--- src/rtl/pwm_pkg.sv ---
package pwm_pkg;
  localparam int CNT_W = 16;
  localparam int N_SLV = 2;

  function automatic logic drive_level(input logic act, input logic pol,
                                       input logic oe, input logic sw);
    if (!oe) return sw;
    return act ? pol : ~pol;
  endfunction
endpackage

--- src/rtl/pwm_mst_chan.sv ---
module pwm_mst_chan #(
  parameter int W = 16
) (
  input  logic         clk_i,
  input  logic         rst_ni,
  input  logic         tick_i,
  input  logic         run_i,
  input  logic         start_i,
  input  logic [W-1:0] period_i,
  output logic         pulse_o,
  output logic [W-1:0] cnt_o
);
  logic [W-1:0] cnt_q;
  logic         kick_q;

  // pulse on first tick after start, then on every zero
  assign pulse_o = run_i & tick_i & (kick_q | (cnt_q == '0));
  assign cnt_o   = cnt_q;

  always_ff @(posedge clk_i or negedge rst_ni) begin
    if (!rst_ni) begin
      cnt_q  <= '0;
      kick_q <= 1'b0;
    end else begin
      if (start_i)      kick_q <= 1'b1;
      else if (pulse_o) kick_q <= 1'b0;
      if (pulse_o)                cnt_q <= period_i;
      else if (run_i && tick_i)   cnt_q <= cnt_q - 1'b1;
    end
  end


  mst_dec_chk: assert property (@(posedge clk_i) disable iff (!rst_ni)
    (run_i && tick_i && !kick_q && cnt_q != '0) |=> cnt_q == $past(cnt_q) - 1'b1);

  mst_hold_chk: assert property (@(posedge clk_i) disable iff (!rst_ni)
    !run_i |=> $stable(cnt_q));

  mst_gate_chk: assert property (@(posedge clk_i) disable iff (!rst_ni)
    !tick_i |=> $stable(cnt_q));
endmodule

--- src/rtl/pwm_slv_chan.sv ---
module pwm_slv_chan #(
  parameter int W = 16
) (
  input  logic         clk_i,
  input  logic         rst_ni,
  input  logic         tick_i,
  input  logic         run_i,
  input  logic         load_i,
  input  logic [W-1:0] duty_i,
  output logic         act_o,
  output logic [W-1:0] cnt_o
);
  logic [W-1:0] cnt_q;
  logic         act_q;

  assign act_o = act_q;
  assign cnt_o = cnt_q;

  always_ff @(posedge clk_i or negedge rst_ni) begin
    if (!rst_ni) begin
      cnt_q <= '0;
      act_q <= 1'b0;
    end else if (load_i) begin
      cnt_q <= duty_i;
      act_q <= (duty_i != '0);
    end else if (run_i && tick_i && act_q) begin
      cnt_q <= cnt_q - 1'b1;
      if (cnt_q == W'(1)) act_q <= 1'b0;
    end
  end


  slv_nonzero_chk: assert property (@(posedge clk_i) disable iff (!rst_ni)
    act_q |-> cnt_q != '0);

  slv_idle_chk: assert property (@(posedge clk_i) disable iff (!rst_ni)
    (!act_q && !load_i) |=> !act_q);

  slv_end_chk: assert property (@(posedge clk_i) disable iff (!rst_ni)
    (act_q && cnt_q == W'(1) && run_i && tick_i && !load_i) |=> !act_q && cnt_q == '0);
endmodule

--- src/rtl/pwm_mslave_timer.sv ---
module pwm_mslave_timer
  import pwm_pkg::*;
#(
  parameter int W  = CNT_W,
  parameter int NS = N_SLV
) (
  input  logic            clk_i,
  input  logic            rst_ni,
  input  logic            cnt_en_i,
  input  logic            start_i,
  input  logic            stop_i,
  input  logic            period_we_i,
  input  logic [W-1:0]    period_i,
  input  logic [NS-1:0]   duty_we_i,
  input  logic [W-1:0]    duty_i,
  input  logic            cfg_we_i,
  input  logic [NS-1:0]   pol_i,
  input  logic            lvl_we_i,
  input  logic [NS-1:0]   oe_i,
  input  logic [NS-1:0]   sw_lvl_i,
  output logic [NS-1:0]   pwm_o,
  output logic            period_irq_o,
  output logic [W-1:0]    mst_cnt_o,
  output logic [NS*W-1:0] slv_cnt_o
);
  logic          run_q, irq_q, pulse;
  logic [W-1:0]  period_q;
  logic [NS-1:0] pol_q, oe_q, sw_q, act;

  always_ff @(posedge clk_i or negedge rst_ni) begin
    if (!rst_ni) begin
      run_q    <= 1'b0;
      irq_q    <= 1'b0;
      period_q <= '0;
      pol_q    <= '1;
      oe_q     <= '0;
      sw_q     <= '0;
    end else begin
      if (stop_i)       run_q <= 1'b0;   // stop wins over start
      else if (start_i) run_q <= 1'b1;
      irq_q <= pulse;
      if (period_we_i)          period_q <= period_i;
      if (cfg_we_i && !run_q)   pol_q    <= pol_i;
      if (lvl_we_i) begin
        oe_q <= oe_i;
        sw_q <= sw_lvl_i;
      end
    end
  end

  pwm_mst_chan #(.W(W)) u_mst (
    .clk_i, .rst_ni,
    .tick_i  (cnt_en_i),
    .run_i   (run_q),
    .start_i (start_i & ~stop_i),
    .period_i(period_q),
    .pulse_o (pulse),
    .cnt_o   (mst_cnt_o)
  );

  for (genvar i = 0; i < NS; i++) begin : g_slv
    logic [W-1:0] duty_q;
    always_ff @(posedge clk_i or negedge rst_ni) begin
      if (!rst_ni)            duty_q <= '0;
      else if (duty_we_i[i])  duty_q <= duty_i;
    end

    pwm_slv_chan #(.W(W)) u_slv (
      .clk_i, .rst_ni,
      .tick_i(cnt_en_i),
      .run_i (run_q),
      .load_i(pulse),
      .duty_i(duty_q),
      .act_o (act[i]),
      .cnt_o (slv_cnt_o[i*W +: W])
    );

    assign pwm_o[i] = drive_level(act[i], pol_q[i], oe_q[i], sw_q[i]);
  end

  assign period_irq_o = irq_q;


  irq_load_chk: assert property (@(posedge clk_i) disable iff (!rst_ni)
    period_irq_o |-> mst_cnt_o == $past(period_q));

  irq_stop_chk: assert property (@(posedge clk_i) disable iff (!rst_ni)
    !run_q |=> !period_irq_o);

  pol_lock_chk: assert property (@(posedge clk_i) disable iff (!rst_ni)
    run_q |=> $stable(pol_q));
endmodule

--- config.mk ---
export PLATFORM = sky130hd
export DESIGN_NAME = pwm_mslave_timer
export DESIGN_NICKNAME = d
export VERILOG_FILES = /design/src/rtl/pwm_pkg.sv /design/src/rtl/pwm_mst_chan.sv /design/src/rtl/pwm_slv_chan.sv /design/src/rtl/pwm_mslave_timer.sv
export SDC_FILE = /design/constraint.sdc
export NUM_CORES = 1
export LEC_CHECK = 0
export BUFFER_PORTS_ARGS = -buffer_cell sky130_fd_sc_hd__buf_2
export CORE_UTILIZATION = 47
export CTS_BUF_LIST = sky130_fd_sc_hd__clkbuf_2
export DETAILED_ROUTE_END_ITERATION = 10
export PLACE_DENSITY = 0.73
export SETUP_SLACK_MARGIN = 0.3
export SLEW_MARGIN = 5
export SYNTH_ARGS = -nofsm -noshare
export SYNTH_HDL_FRONTEND = slang
export SYNTH_SLANG_ARGS = --single-unit
--- constraint.sdc ---
create_clock -name clk_i -period 4.4 [get_ports clk_i]
set_input_delay 0.66 -clock clk_i [delete_from_list [all_inputs] [get_ports clk_i]]
set_output_delay 0.66 -clock clk_i [all_outputs]
set_load 0.02 [all_outputs]
==> results of run 1 <==
==> area by class of cell <==
type                            instances  share of cell area [%]
Clock buffer                            9                   0.742
Clock inverter                          6                    1.09
Inverter                               15                   0.928
Multi-Input combinational cell        368                    41.2
Sequential cell                       107                    44.2
Tap cell                              140                    2.89
Timing Repair Buffer                  103                    8.95
==> per-layer routing <==
layer  part of all wire (%)  up-vias  wire length, um  GRT usage (%)
li1                       -     2100                -              -
met1                     45     2263             6050           34.3
met2                     47      177             6270           36.4
met3                    5.9       28              791           3.83
met4                    2.2        0              295           8.88
met5                      0        -                0              0
==> per-stage QoR <==
| step | hold slack [ns] | power [W] | util [%] |
|---|---|---|---|
| after global routing | 0.211 | 0.00287 | 55.2 |
| after CTS | 0.205 | 0.00272 | 55.2 |
| final | 0.189 | 0.00271 | 55.2 |
| after floorplan | 0.364 | 0.00194 | - |
| after global placement | 0.486 | 0.00224 | 54.2 |
| after detailed placement | 0.497 | 0.00227 | 54.2 |
==> flip-flops by register name, summed over array words and instances (netlist names) <==
signal	cells
g_slv.u_slv.act_o	2
oe_q	2
period_q	16
u_mst.cnt_o	16
u_mst.kick_q	1
period_irq_o	1
run_q	1
g_slv.duty_q	32
pol_q	2
g_slv.u_slv.cnt_o	32
sw_q	2
==> path summary, 6_finish.rpt <==
check | startpoint | endpoint | slack [ns] | depth (start not counted)
max reg2reg | u_mst.cnt_o[0] | u_mst.cnt_o[11] | 1.67 | 7
min reg2reg | g_slv[0].duty_q[4] | g_slv[0].u_slv.cnt_o[4] | 0.55 | 2
max | u_mst.cnt_o[0] | u_mst.cnt_o[11] | 1.67 | 7
min in group clk_i | stop_i | run_q | 0.25 | 2
max in group asynchronous | rst_ni | g_slv[0].u_slv.cnt_o[15] | 3.21 | 2
min | rst_ni | period_q[8] | 0.19 | 1
==> cells in the final DEF, fill, tap and decap left out, types with 3 or more instances in the layout <==
cell                        instances
sky130_fd_sc_hd__a21o_1             4
sky130_fd_sc_hd__a21oi_1           41
sky130_fd_sc_hd__a22oi_1            3
sky130_fd_sc_hd__a2bb2oi_1          6
sky130_fd_sc_hd__a31oi_1            9
sky130_fd_sc_hd__buf_2             97
sky130_fd_sc_hd__buf_4              5
sky130_fd_sc_hd__clkbuf_2           9
sky130_fd_sc_hd__dfrtp_1          105
sky130_fd_sc_hd__ha_1               5
sky130_fd_sc_hd__inv_1             14
sky130_fd_sc_hd__mux2_2            57
sky130_fd_sc_hd__nand2_1           25
sky130_fd_sc_hd__nand3_1           18
sky130_fd_sc_hd__nand4_1           15
sky130_fd_sc_hd__nand4b_1           3
sky130_fd_sc_hd__nor2_1            45
sky130_fd_sc_hd__nor2b_1            3
sky130_fd_sc_hd__nor3_1            16
sky130_fd_sc_hd__nor4_1            17
sky130_fd_sc_hd__nor4_2             3
sky130_fd_sc_hd__o21a_1             7
sky130_fd_sc_hd__o21ai_0           33
sky130_fd_sc_hd__o21ai_1           10
sky130_fd_sc_hd__o22a_1             5
sky130_fd_sc_hd__xnor2_1            5
==> critical path, stage by stage, from the launching register on <==
cell                      delay, ns
sky130_fd_sc_hd__dfrtp_1       0.48
sky130_fd_sc_hd__inv_1         0.09
sky130_fd_sc_hd__ha_1          0.23
sky130_fd_sc_hd__nor4b_1       0.55
sky130_fd_sc_hd__a41oi_4       0.53
sky130_fd_sc_hd__buf_12        0.39
sky130_fd_sc_hd__a31o_2        0.24
sky130_fd_sc_hd__a21oi_1       0.14
==> power by group through the flow <==
stage | clock [W] | sequential, W | combinational [W]
after CTS | 0.000462 | 0.00143 | 0.000824
after global routing | 0.000498 | 0.00147 | 0.000900
after detailed placement | 0 | 0.00145 | 0.000820
final | 0.000453 | 0.00144 | 0.000820
after global placement | 0 | 0.00144 | 0.000799
after floorplan | 0 | 0.00153 | 0.000413
==> kinds of logic after synthesis <==
logic type                 count (synthesis)
AOI/OAI and AO/OA                        135
xor gates and xnor gates                   7
adders and majority gates                  5
buffers and inverters                     46
DFF                                      107
muxes                                     57
and+or+nand+nor                          164
==> key figures, run 1 <==
Status
  – Outcome: complete, no violations

Pwr
  – Combinational share of power: 30.2%
  – Cell-internal power: between 0.0015 and 0.002 W
  – Static Leak: about 2.5 nW
  – Share of power burned in registers: a little over half
  – Net switching component of the power: between 0.001 and 0.0015 W
  – Clock network fraction of design power: about 17%
  – Switching share of power: about two fifths
  – Power density normalized to cell area: ~450 mW/mm2
  – Worst ir drop on vdd: 201 uV

Floorplanning
  – Placement Rows: 38
  – Initial Utilization: about half
  – Floorplan die height: 109 um
  – Core area: approximately 0.011 mm2
  – DIE WIDTH: between 100 and 150 um
  – Number of ports placed on the die boundary: 99
  – Die Footprint: about 0.012 mm2

Timing
  – Post-route minimum period: 2.73 ns
  – Setup ws final: between 1.5 and 2 ns
  – Largest clock skew in the final design: between 0.02 and 0.025 ns
  – Final number of hold-violating endpoints: 0
  – Measured slew at the worst slew-check pin: about 0.97 ns
  – Final period util: between 60% and 70%
  – Final Setup Violations: 0
  – Relative slew slack: 35.4%
  – Final TNS setup: 0 ns
  – Fin. max-slew vios: 0
  – Setup repair after global routing missed its margin: false
  – Maximum clock frequency: roughly 370 MHz

Layout
  – Final-layout fill cell count: 985
  – Area of all sequential standard cells: about 0.0027 mm2
  – Final design instance area without fill: around 0.0061 mm2
  – # nets final: about 660
  – Final std cells w/o fill: approximately 750
  – Antenna Cells: 0
  – Fraction of final layout cells with drive strength greater than 1: between 30% and 40%
  – Area of combinational cells with multiple inputs: 0.00250 mm2
  – Synth-to-Final Area Change: 12.9%

Global routing
  – First-pass GRT wire length: ~22000 um
  – Initial antenna violation count: 0
  – Maximum number of pins on one net before global-route repair: 77
  – Global route total overflow: 0
  – Overall global routing resource usage: 23.9%
  – Vias in the first global route: between 4000 and 5000

Clock tree
  – H-tree lvl count: 3
  – Number of clock sinks: ~110
  – Post-CTS Resized: 0
  – Root Driver: sky130_fd_sc_hd__clkbuf_2
  – Buffer depth of the longest clock path: 2
  – Clk_lat worst skew: 0.56 ns
  – Number of hold-repair buffers added at the cts stage: 0
  – TritonCTS clock tree: done
  – Post-CTS Setup Bufs: 0
  – CTS clock-pin slew for the worst setup and hold paths: 0.27 ns
  – Num CTS Buffers: 9

Placed design
  – Post-placement cell count: roughly 730
  – Count of input and output buffers: 98
  – Dpl ws: 1.77 ns
  – Placed cell area: ~0.006 mm2
  – Global placement routability congestion: 0.870
  – Half-perimeter wire length of the detailed placement result: 9450 um

Synth
  – Syn nets: 574
  – Number of enable flip-flop cells after synthesis: 0
  – Synth Register Bits: about 110
  – Yosys warning total: 0
  – Post-synth design cell area: around 0.0054 mm2
  – XOR/XNOR share of the synthesized area: about 1.1%
  – Cell count after synthesis: between 500 and 600
  – Top FF cell, synth: sky130_fd_sc_hd__dfrtp_1
  – Sequential cell area fraction in the yosys report: approximately 50%
  – Combinational family with the most area after synthesis: simple AND/OR/NAND/NOR gates
  – Portion of synthesized cell area occupied by the leading cell type: 48.9%
  – Cell type with the largest total area after synthesis: sky130_fd_sc_hd__dfrtp_1
  – Synthesized-area fraction occupied by adder cells: roughly 1.2%
  – Synth top cells by count: sky130_fd_sc_hd__dfrtp_1 (105), sky130_fd_sc_hd__mux2_2 (57), sky130_fd_sc_hd__nor2_1 (45), sky130_fd_sc_hd__a21oi_1 (41), sky130_fd_sc_hd__o21ai_0 (33)
  – Leading cell types by total area after synthesis: sky130_fd_sc_hd__dfrtp_1 (49%), sky130_fd_sc_hd__mux2_2 (12%), sky130_fd_sc_hd__a21oi_1 (3.8%)
  – Fraction of registers with async set or reset after synthesis: 100%
  – Multiplexer fraction of the synthesized cell area: 11.9%
  – Simple-gate area share of the yosys netlist: between 10% and 20%
  – Area fraction in compound gates after synthesis: between 15 and 20%
  – Post-synthesis area per instance: between 10 and 15 um2
  – Number of distinct library cell variants in the gate-level netlist after synthesis: 58
  – Most common cell in the netlist: sky130_fd_sc_hd__dfrtp_1

Drt
  – Post-detailed-route count of antenna-violating nets: 0
  – Wirelength, routed: between 10000 and 15000 um
  – Per-cell via count in the routed design: ~6.1
  – First-pass iteration count of the detailed router: 5
  – Vias: between 4000 and 5000
  – DRC viols: 0
  – Avg WL per Cell: 17.9 um
  – Initial DRC count: just over 400

Setup path
  – Critical Path RT: roughly 4.9 ns
  – Data arrival time of the critical path: ~3.2 ns
  – Critical Path End Type: register
  – Critical path peak fanout: 45
  – Startpoint type of the worst setup path: register
  – Path type of the worst setup path: reg -> reg

Job
  – Count of max-cap constraint violations: 0

Hold path
  – Worst hold-check path type: in -> async
No activity file was read; power rests on OpenSTA's default activity.
==> run 2: changes to the inputs <==
- ABC_AREA: not set -> 1
- clock period: 4.4 -> 2.8 ns (I/O delays scaled with it)
==> run 2 against run 1 <==
Against the previous run: the run now ends with design-rule violations left; sequential share of layout area decreased by 4.8 points; first-iteration DRC count fell by 22%; sequential power up 58%; clock power rose by 77%; setup slack worse by 1.1 ns; critical path type unchanged.
==> key figures, run 2 <==
Clock tree
  – Buffer depth of the longest clock path: 2 (unchanged)
  – Post-CTS Setup Bufs: 0 (unchanged)
  – Number of clock sinks: 107 (unchanged)
  – Clk_lat worst skew: 0.62 ns (was 0.56 ns)
  – TritonCTS clock tree: done (unchanged)
  – Root Driver: sky130_fd_sc_hd__clkbuf_2 (unchanged)
  – CTS clock-pin slew for the worst setup and hold paths: 0.27 ns (about the same)
  – Num CTS Buffers: 9 (unchanged)
  – H-tree lvl count: 3 (unchanged)

Setup path
  – Critical Path End Type: register (unchanged)
  – Data arrival time of the critical path: 2.70 ns (was 3.23 ns)
  – Path type of the worst setup path: reg -> reg (unchanged)
  – Critical path peak fanout: 26 (was 45)
  – Critical Path RT: 3.32 ns (was 4.90 ns)
  – Startpoint type of the worst setup path: register (unchanged)

Layout
  – Area of combinational cells with multiple inputs: 0.00257 mm2 (was 0.00250 mm2)
  – Highest-count cells in the layout ignoring fill and taps: sky130_fd_sc_hd__nand2_1 (232), sky130_fd_sc_hd__dfrtp_1 (105), sky130_fd_sc_hd__buf_2 (97) (was sky130_fd_sc_hd__dfrtp_1 (105), sky130_fd_sc_hd__buf_2 (97), sky130_fd_sc_hd__mux2_2 (57))
  – Antenna Cells: 0 (unchanged)
  – Area of all sequential standard cells: 0.00268 mm2 (unchanged)
  – Most frequent standard cell in the layout excluding fill and tap cells: sky130_fd_sc_hd__nand2_1 (was sky130_fd_sc_hd__dfrtp_1)
  – Final std cells w/o fill: 1039 (was 748)
  – Synth-to-Final Area Change: 19.1% (was 12.9%)
  – # nets final: 944 (was 657)
  – Final-layout fill cell count: 1106 (was 985)
  – Fraction of final layout cells with drive strength greater than 1: 17.4% (was 30.9%)

Timing
  – Post-route minimum period: 2.18 ns (was 2.73 ns)
  – Final number of hold-violating endpoints: 0 (unchanged)
  – Fin. max-slew vios: 0 (unchanged)
  – Maximum clock frequency: 458 MHz (was 367 MHz)
  – Relative slew slack: 62.0% (was 35.4%)
  – Largest clock skew in the final design: 0.0319 ns (was 0.0248 ns)
  – Final period util: 77.9% (was 62.0%)
  – Final TNS setup: 0 ns (unchanged)
  – Setup repair after global routing missed its margin: false (unchanged)
  – Measured slew at the worst slew-check pin: 0.570 ns (was 0.966 ns)
  – Final Setup Violations: 0 (unchanged)

Floorplanning
  – Core area: 0.0116 mm2 (was 0.0110 mm2)
  – Initial Utilization: 49.2% (was 48.9%)
  – Placement Rows: 39 (was 38)
  – DIE WIDTH: 112 um (was 109 um)
  – Number of ports placed on the die boundary: 99 (unchanged)
  – Floorplan die height: 112 um (was 109 um)
  – Die Footprint: 0.0126 mm2 (was 0.0119 mm2)

Synth
  – Cell type with the largest total area after synthesis: sky130_fd_sc_hd__dfrtp_1 (unchanged)
  – Number of enable flip-flop cells after synthesis: 0 (unchanged)
  – Top FF cell, synth: sky130_fd_sc_hd__dfrtp_1 (unchanged)
  – Portion of synthesized cell area occupied by the leading cell type: 46.0% (was 48.9%)
  – Most common cell in the netlist: sky130_fd_sc_hd__nand2_1 (was sky130_fd_sc_hd__dfrtp_1)
  – Sequential cell area fraction in the yosys report: 46.9% (was 49.9%)
  – Yosys warning total: 0 (unchanged)
  – Leading cell types by total area after synthesis: sky130_fd_sc_hd__dfrtp_1 (46%), sky130_fd_sc_hd__nand2_1 (15%), sky130_fd_sc_hd__inv_1 (5.9%) (was sky130_fd_sc_hd__dfrtp_1 (49%), sky130_fd_sc_hd__mux2_2 (12%), sky130_fd_sc_hd__a21oi_1 (3.8%))
  – Synth top cells by count: sky130_fd_sc_hd__nand2_1 (232), sky130_fd_sc_hd__dfrtp_1 (105), sky130_fd_sc_hd__inv_1 (90), sky130_fd_sc_hd__nor2_1 (88), sky130_fd_sc_hd__o21ai_0 (58) (was sky130_fd_sc_hd__dfrtp_1 (105), sky130_fd_sc_hd__mux2_2 (57), sky130_fd_sc_hd__nor2_1 (45), sky130_fd_sc_hd__a21oi_1 (41), sky130_fd_sc_hd__o21ai_0 (33))
  – Cell count after synthesis: 762 (was 521)
  – Post-synth design cell area: 0.00572 mm2 (was 0.00538 mm2)
  – Syn nets: 815 (was 574)
  – Post-synthesis area per instance: 7.50 um2 (was 10.3 um2)
  – Fraction of registers with async set or reset after synthesis: 100% (unchanged)
  – Synth Register Bits: 107 (unchanged)
  – Number of distinct library cell variants in the gate-level netlist after synthesis: 32 (was 58)

Drt
  – First-pass iteration count of the detailed router: 7 (was 5)
  – Initial DRC count: 318 (was 406)
  – Wirelength, routed: 14500 um (was 13400 um)
  – Post-detailed-route count of antenna-violating nets: 0 (unchanged)
  – Vias: 5246 (was 4568)
  – Avg WL per Cell: 13.9 um (was 17.9 um)
  – Per-cell via count in the routed design: 5.05 (was 6.11)
  – DRC viols: 10 (was 0)

Placed design
  – Count of input and output buffers: 98 (unchanged)
  – Half-perimeter wire length of the detailed placement result: 10500 um (was 9450 um)
  – Post-placement cell count: 989 (was 733)
  – Global placement routability congestion: 0.861 (was 0.870)

Global routing
  – Vias in the first global route: 4917 (was 4299)
  – Initial antenna violation count: 0 (unchanged)
  – Global route total overflow: 0 (unchanged)
  – Maximum number of pins on one net before global-route repair: 46 (was 77)
  – First-pass GRT wire length: 24500 um (was 21800 um)
  – Overall global routing resource usage: 24.5% (was 23.9%)

Pwr
  – Static Leak: 3.59 nW (was 2.51 nW)
  – Power density normalized to cell area: 766 mW/mm2 (was 447 mW/mm2)
  – Worst ir drop on vdd: 497 uV (was 201 uV)

Status
  – Failing checks: design-rule violations
  – Outcome: finished, violations left (was complete, no violations)

Hold path
  – Worst hold-check path type: in -> reg (was in -> async)

Job
  – Count of max-cap constraint violations: 0 (unchanged)
-- run 2: logic make-up (layout without fill, tap and decap cells) --
| kind of cell | count (synthesis) | in the layout | synth area share [%] |
|---|---|---|---|
| AOI/OAI and AO/OA | 94 | 94 | 8.42 |
| xor gates and xnor gates | 17 | 17 | 2.60 |
| adders and majority gates | 5 | 5 | 1.09 |
| buffers and inverters | 115 | 249 | 8.10 |
| DFF | 107 | 107 | 46.9 |
| muxes | 15 | 15 | 2.95 |
| and+or+nand+nor | 409 | 409 | 30.0 |
-- run 2: final timing paths --
check	startpoint	to	slack (ns)	cells after the start
setup / recovery	u_mst.cnt_o[0]	g_slv[1].u_slv.cnt_o[15]	0.62	11
hold / removal	duty_i[13]	g_slv[0].duty_q[13]	0.04	3
setup reg to reg	u_mst.cnt_o[0]	g_slv[1].u_slv.cnt_o[15]	0.62	11
hold reg to reg	g_slv[0].duty_q[0]	g_slv[0].u_slv.cnt_o[0]	0.54	2
max in group asynchronous	rst_ni	g_slv[1].duty_q[4]	1.71	3
min in group asynchronous	rst_ni	period_q[3]	0.28	2
-- run 2: area by class of cell --
type | count | area share [%]
multi-input combinational | 540 | 37.8
tap | 143 | 2.63
clock inverter | 6 | 1.19
inverter | 93 | 5.13
clock buffer | 10 | 0.735
timing repair buffer | 140 | 13.1
sequential | 107 | 39.4
-- run 2: metrics by stage --
stage | setup WS, ns | total power, W | hold WS [ns] | area [um2] | util, %
after floorplan | 1.08 | 0.00372 | 0.124 | 5720 | -
after global placement | 0.718 | 0.00437 | 0.454 | 6340 | 54.6
after detailed placement | 0.654 | 0.00440 | 0.454 | 6340 | 54.6
after CTS | 0.609 | 0.00523 | 0.00148 | 6810 | 58.6
after global routing | 0.428 | 0.00562 | 0.00425 | 6810 | 58.6
final | 0.618 | 0.00522 | 0.0406 | 6810 | 58.6
-- run 2: critical path, stage by stage, from the launching register on --
cell                      delay (ns)
sky130_fd_sc_hd__dfrtp_1        0.47
sky130_fd_sc_hd__inv_1          0.08
sky130_fd_sc_hd__ha_1           0.17
sky130_fd_sc_hd__nand3_1        0.16
sky130_fd_sc_hd__nor2_1         0.16
sky130_fd_sc_hd__nand2_2        0.11
sky130_fd_sc_hd__nand2_4        0.25
sky130_fd_sc_hd__nand2_4        0.07
sky130_fd_sc_hd__inv_2          0.36
sky130_fd_sc_hd__nand2_1        0.11
sky130_fd_sc_hd__nand2_1        0.09
sky130_fd_sc_hd__nor2_1         0.04
-- run 2: routing by layer --
metal / vias to the layer above / wire length, um / GRT usage (%)
li1: 2662 / - / -
met1: 2455 / 6860 / 33.6
met2: 114 / 6830 / 40.1
met3: 15 / 594 / 4.59
met4: 0 / 173 / 6.40
met5: - / 0 / 0
-- run 2: power by group --
part	leakage (nW)	switching (W)	internal [W]
Sequential	1.30	0.000396	0.00188
Clock	0.0793	0.000511	0.000292
Combinational	2.21	0.00138	0.000764
-- run 2: what timing repair did --
item | CTS | global route
resized for setup | 0 | 0
hold buffers | 34 | 0
hold endpoints to repair | 75 | 0
==> run 3: changes to the inputs <==
- clock period: 2.8 -> 2.3 ns (I/O delays scaled with it)
==> run 3 against run 2 <==
Against the previous run: the flow still finishes with violations (design-rule violations); core utilization up 1.5 points; global-route usage increased by 0.32 points; via count up 2.5%; total power rose by 20%; hold slack improved by 0.021 ns; die area unchanged; clock power grew 6.7%; non-clock buffer count increased by 19; critical path type is now reg -> out.
==> key figures, run 3 (synthesized netlist as in run 2, its figures left out) <==
Status
  – Outcome: finished, violations left (unchanged)
  – Failing checks: design-rule violations (unchanged)

Drt
  – Wirelength, routed: 14800 um (was 14500 um)
  – Top routing layer in use: met4 (unchanged)
  – M1 WL: 6770 um (was 6860 um)
  – Met2 wire len: 7070 um (was 6830 um)
  – Detailed-routed wire length on met3: 717 um (was 594 um)
  – First-pass iteration count of the detailed router: 8 (was 7)
  – Post-detailed-route count of antenna-violating nets: 0 (unchanged)
  – Initial DRC count: 435 (was 318)
  – Vias: 5377 (was 5246)
  – DRC viols: 10 (unchanged)
  – Avg WL per Cell: 14.0 um (was 13.9 um)
  – Per-cell via count in the routed design: 5.09 (was 5.05)

Clock tree
  – Number of clock sinks: 107 (unchanged)
  – CTS clock-pin slew for the worst setup and hold paths: 0.26 ns (was 0.27 ns)
  – Clk_lat worst skew: 0.66 ns (was 0.62 ns)
  – Buffer depth of the longest clock path: 2 (unchanged)
  – Num CTS Buffers: 9 (unchanged)
  – Root Driver: sky130_fd_sc_hd__clkbuf_2 (unchanged)
  – H-tree lvl count: 3 (unchanged)
  – TritonCTS clock tree: done (unchanged)

Timing
  – Final TNS setup: 0 ns (unchanged)
  – Setup ws final: 0.358 ns (was 0.618 ns)
  – Post-route minimum period: just under 2 ns
  – Setup repair after global routing missed its margin: true (was false)
  – Largest clock skew in the final design: 0.0471 ns (was 0.0319 ns)
  – Final period util: 84.4%
  – Final Setup Violations: 0 (unchanged)
  – Final number of hold-violating endpoints: 0 (unchanged)
  – Fin. max-slew vios: 0 (unchanged)
  – Relative slew slack: 65.6% (was 62.0%)
  – Measured slew at the worst slew-check pin: 0.514 ns (was 0.570 ns)
  – Maximum clock frequency: 515 MHz

Placed design
  – Dpl ws: 0.284 ns (was 0.654 ns)
  – Count of input and output buffers: 98 (unchanged)
  – Global placement routability congestion: 0.904 (was 0.861)
  – Half-perimeter wire length of the detailed placement result: 10500 um (about the same)

Setup path
  – Critical Path RT: 1.96 ns (was 3.32 ns)
  – Startpoint type of the worst setup path: register (unchanged)
  – Instance count on the critical path: 3 (was 11)
  – Max stage delay on crit path: 0.59 ns (was 0.47 ns)
  – Critical path peak fanout: 2 (was 26)
  – Timing startpoint of the critical path: pol_q[1] (was u_mst.cnt_o[0])
  – Family of cells with the greatest summed delay on the critical path: flip-flops (was simple AND/OR/NAND/NOR gates)
  – Startpoint of the worst register-to-register path: u_mst.cnt_o[0] (unchanged)
  – Slowest stage cell on the critical path: sky130_fd_sc_hd__dfstp_2 (was sky130_fd_sc_hd__dfrtp_1)
  – Capture point of the worst path: pwm_o[1] (was g_slv[1].u_slv.cnt_o[15])
  – Data arrival time of the critical path: 1.60 ns (was 2.70 ns)
  – Capture point of the worst reg-to-reg path: g_slv[1].u_slv.cnt_o[7] (was g_slv[1].u_slv.cnt_o[15])
  – R2r setup slk: 0.45 ns (was 0.62 ns)
  – Path type of the worst setup path: reg -> out (was reg -> reg)
  – Buffer and inverter count on the worst path: 1 (was 2)
  – CP cell instances: xor2_1, o21ai_1, buf_2 (was inv_1, ha_1, nand3_1, nor2_1, nand2_2, nand2_4, nand2_4, inv_2, nand2_1, nand2_1, nor2_1)
  – R2R cell count: 11 (unchanged)
  – Critical Path End Type: output port (was register)

Hold path
  – Number of instances on the worst hold path: 3 (unchanged)
  – Worst hold-check path type: in -> reg (unchanged)

Global routing
  – Overall global routing resource usage: 24.8% (was 24.5%)
  – Global route total overflow: 0 (unchanged)
  – First-pass GRT wire length: 24700 um (was 24500 um)
  – Vias in the first global route: 5143 (was 4917)
  – Maximum number of pins on one net before global-route repair: 38 (was 46)
  – Initial antenna violation count: 0 (unchanged)

Floorplanning
  – Initial Utilization: 49.2% (unchanged)
  – Die Footprint: 0.0126 mm2 (unchanged)
  – Number of ports placed on the die boundary: 99 (unchanged)
  – Placement Rows: 39 (unchanged)
  – Floorplan die height: 112 um (unchanged)
  – Core area: 0.0116 mm2 (unchanged)
  – DIE WIDTH: 112 um (unchanged)

Pwr
  – Worst ir drop on vdd: 577 uV (was 497 uV)
  – Clock network fraction of design power: 13.7% (was 15.4%)
  – Static Leak: 3.66 nW (was 3.59 nW)
  – Power density normalized to cell area: 900 mW/mm2 (was 766 mW/mm2)
  – Combinational share of power: 42.4% (was 41.0%)
  – Cell-internal power: 0.00349 W (was 0.00293 W)
  – Switching share of power: 44.4% (was 43.8%)
  – Net switching component of the power: 0.00279 W (was 0.00228 W)
  – Share of power burned in registers: 43.9% (was 43.6%)

Layout
  – Highest-count cells in the layout ignoring fill and taps: sky130_fd_sc_hd__nand2_1 (230), sky130_fd_sc_hd__dfrtp_1 (104), sky130_fd_sc_hd__buf_2 (97) (was sky130_fd_sc_hd__nand2_1 (232), sky130_fd_sc_hd__dfrtp_1 (105), sky130_fd_sc_hd__buf_2 (97))
  – Most frequent standard cell in the layout excluding fill and tap cells: sky130_fd_sc_hd__nand2_1 (unchanged)
  – Fraction of final layout cells with drive strength greater than 1: 17.9% (was 17.4%)
  – Synth-to-Final Area Change: 22.1% (was 19.1%)
  – # nets final: 963 (was 944)
  – Antenna Cells: 0 (unchanged)

Job
  – Count of max-cap constraint violations: 0 (unchanged)
-- run 3: changes by cell type in the layout (fill, tap and decap cells not counted), sizes merged --
cell         previous run  this run
buf                   106       111
bufinv                  2         1
clkbuf                 10         9
clkinv                  3         5
clkinvlp                1         0
dlygate4sd3            34        48
-- run 3: per-stage QoR --
stage               hold WS (ns)  cell area, um2  util (%)  std cells  power (W)
floorplan                 0.0494            5720         -        762    0.00452
global placement           0.345            6370      54.9        992    0.00533
detailed placement         0.346            6370      54.9        992    0.00536
CTS                       0.0242            6960      59.9       1055    0.00628
global route              0.0312            6980      60.1       1057    0.00678
finish                    0.0617            6980      60.1       1057    0.00628
-- run 3: how the worst min path moves through the flow --
stage,startpoint,to
floorplan,rst_ni,g_slv[0].duty_q[0]
global placement,rst_ni,period_q[2]
detailed placement,rst_ni,period_q[3]
CTS,cfg_we_i,pol_q[1]
global route,cfg_we_i,pol_q[0]
finish,cfg_we_i,pol_q[1]
-- run 3: tightest hold or removal path, cell delays in order --
cell and delay, ns:
sky130_fd_sc_hd__buf_2 0.10, sky130_fd_sc_hd__nand2_1 0.08, sky130_fd_sc_hd__mux2_2 0.15
-- run 3: cell type report --
type | instances | area (um2)
timing repair buffer | 159 | 1080
multi-input combinational | 540 | 2580
fill | 1082 | 4630
clock inverter | 6 | 57.6
clock buffer | 9 | 45.0
sequential | 107 | 2680
tap | 143 | 179
inverter | 93 | 352
-- run 3: timing repair --
item                                    4_1_cts  5_1_grt
hold endpoints to repair                    100        0
buffers inserted                              0        2
hold buffers                                 48        0
endpoints found under the setup margin        8       47
cloned                                        0        0
pin swaps                                     0        0
resized for setup                             3        4
-- run 3: per-layer routing --
| metal | GRT usage (%) | vias up |
|---|---|---|
| met1 | 32.6 | 2507 |
| met2 | 42.0 | 139 |
| met5 | 0 | - |
| li1 | - | 2709 |
| met4 | 7.38 | 0 |
| met3 | 4.54 | 22 |
-- run 3: power groups by stage --
stage | sequential [W] | combinational (W) | clock [W]
6_report | 0.00276 | 0.00266 | 0.000858
5_1_grt | 0.00282 | 0.00301 | 0.000949
4_1_cts | 0.00275 | 0.00265 | 0.000884
3_5_place_dp | 0.00279 | 0.00257 | 0
3_3_place_gp | 0.00279 | 0.00254 | 0
2_1_floorplan | 0.00305 | 0.00147 | 0
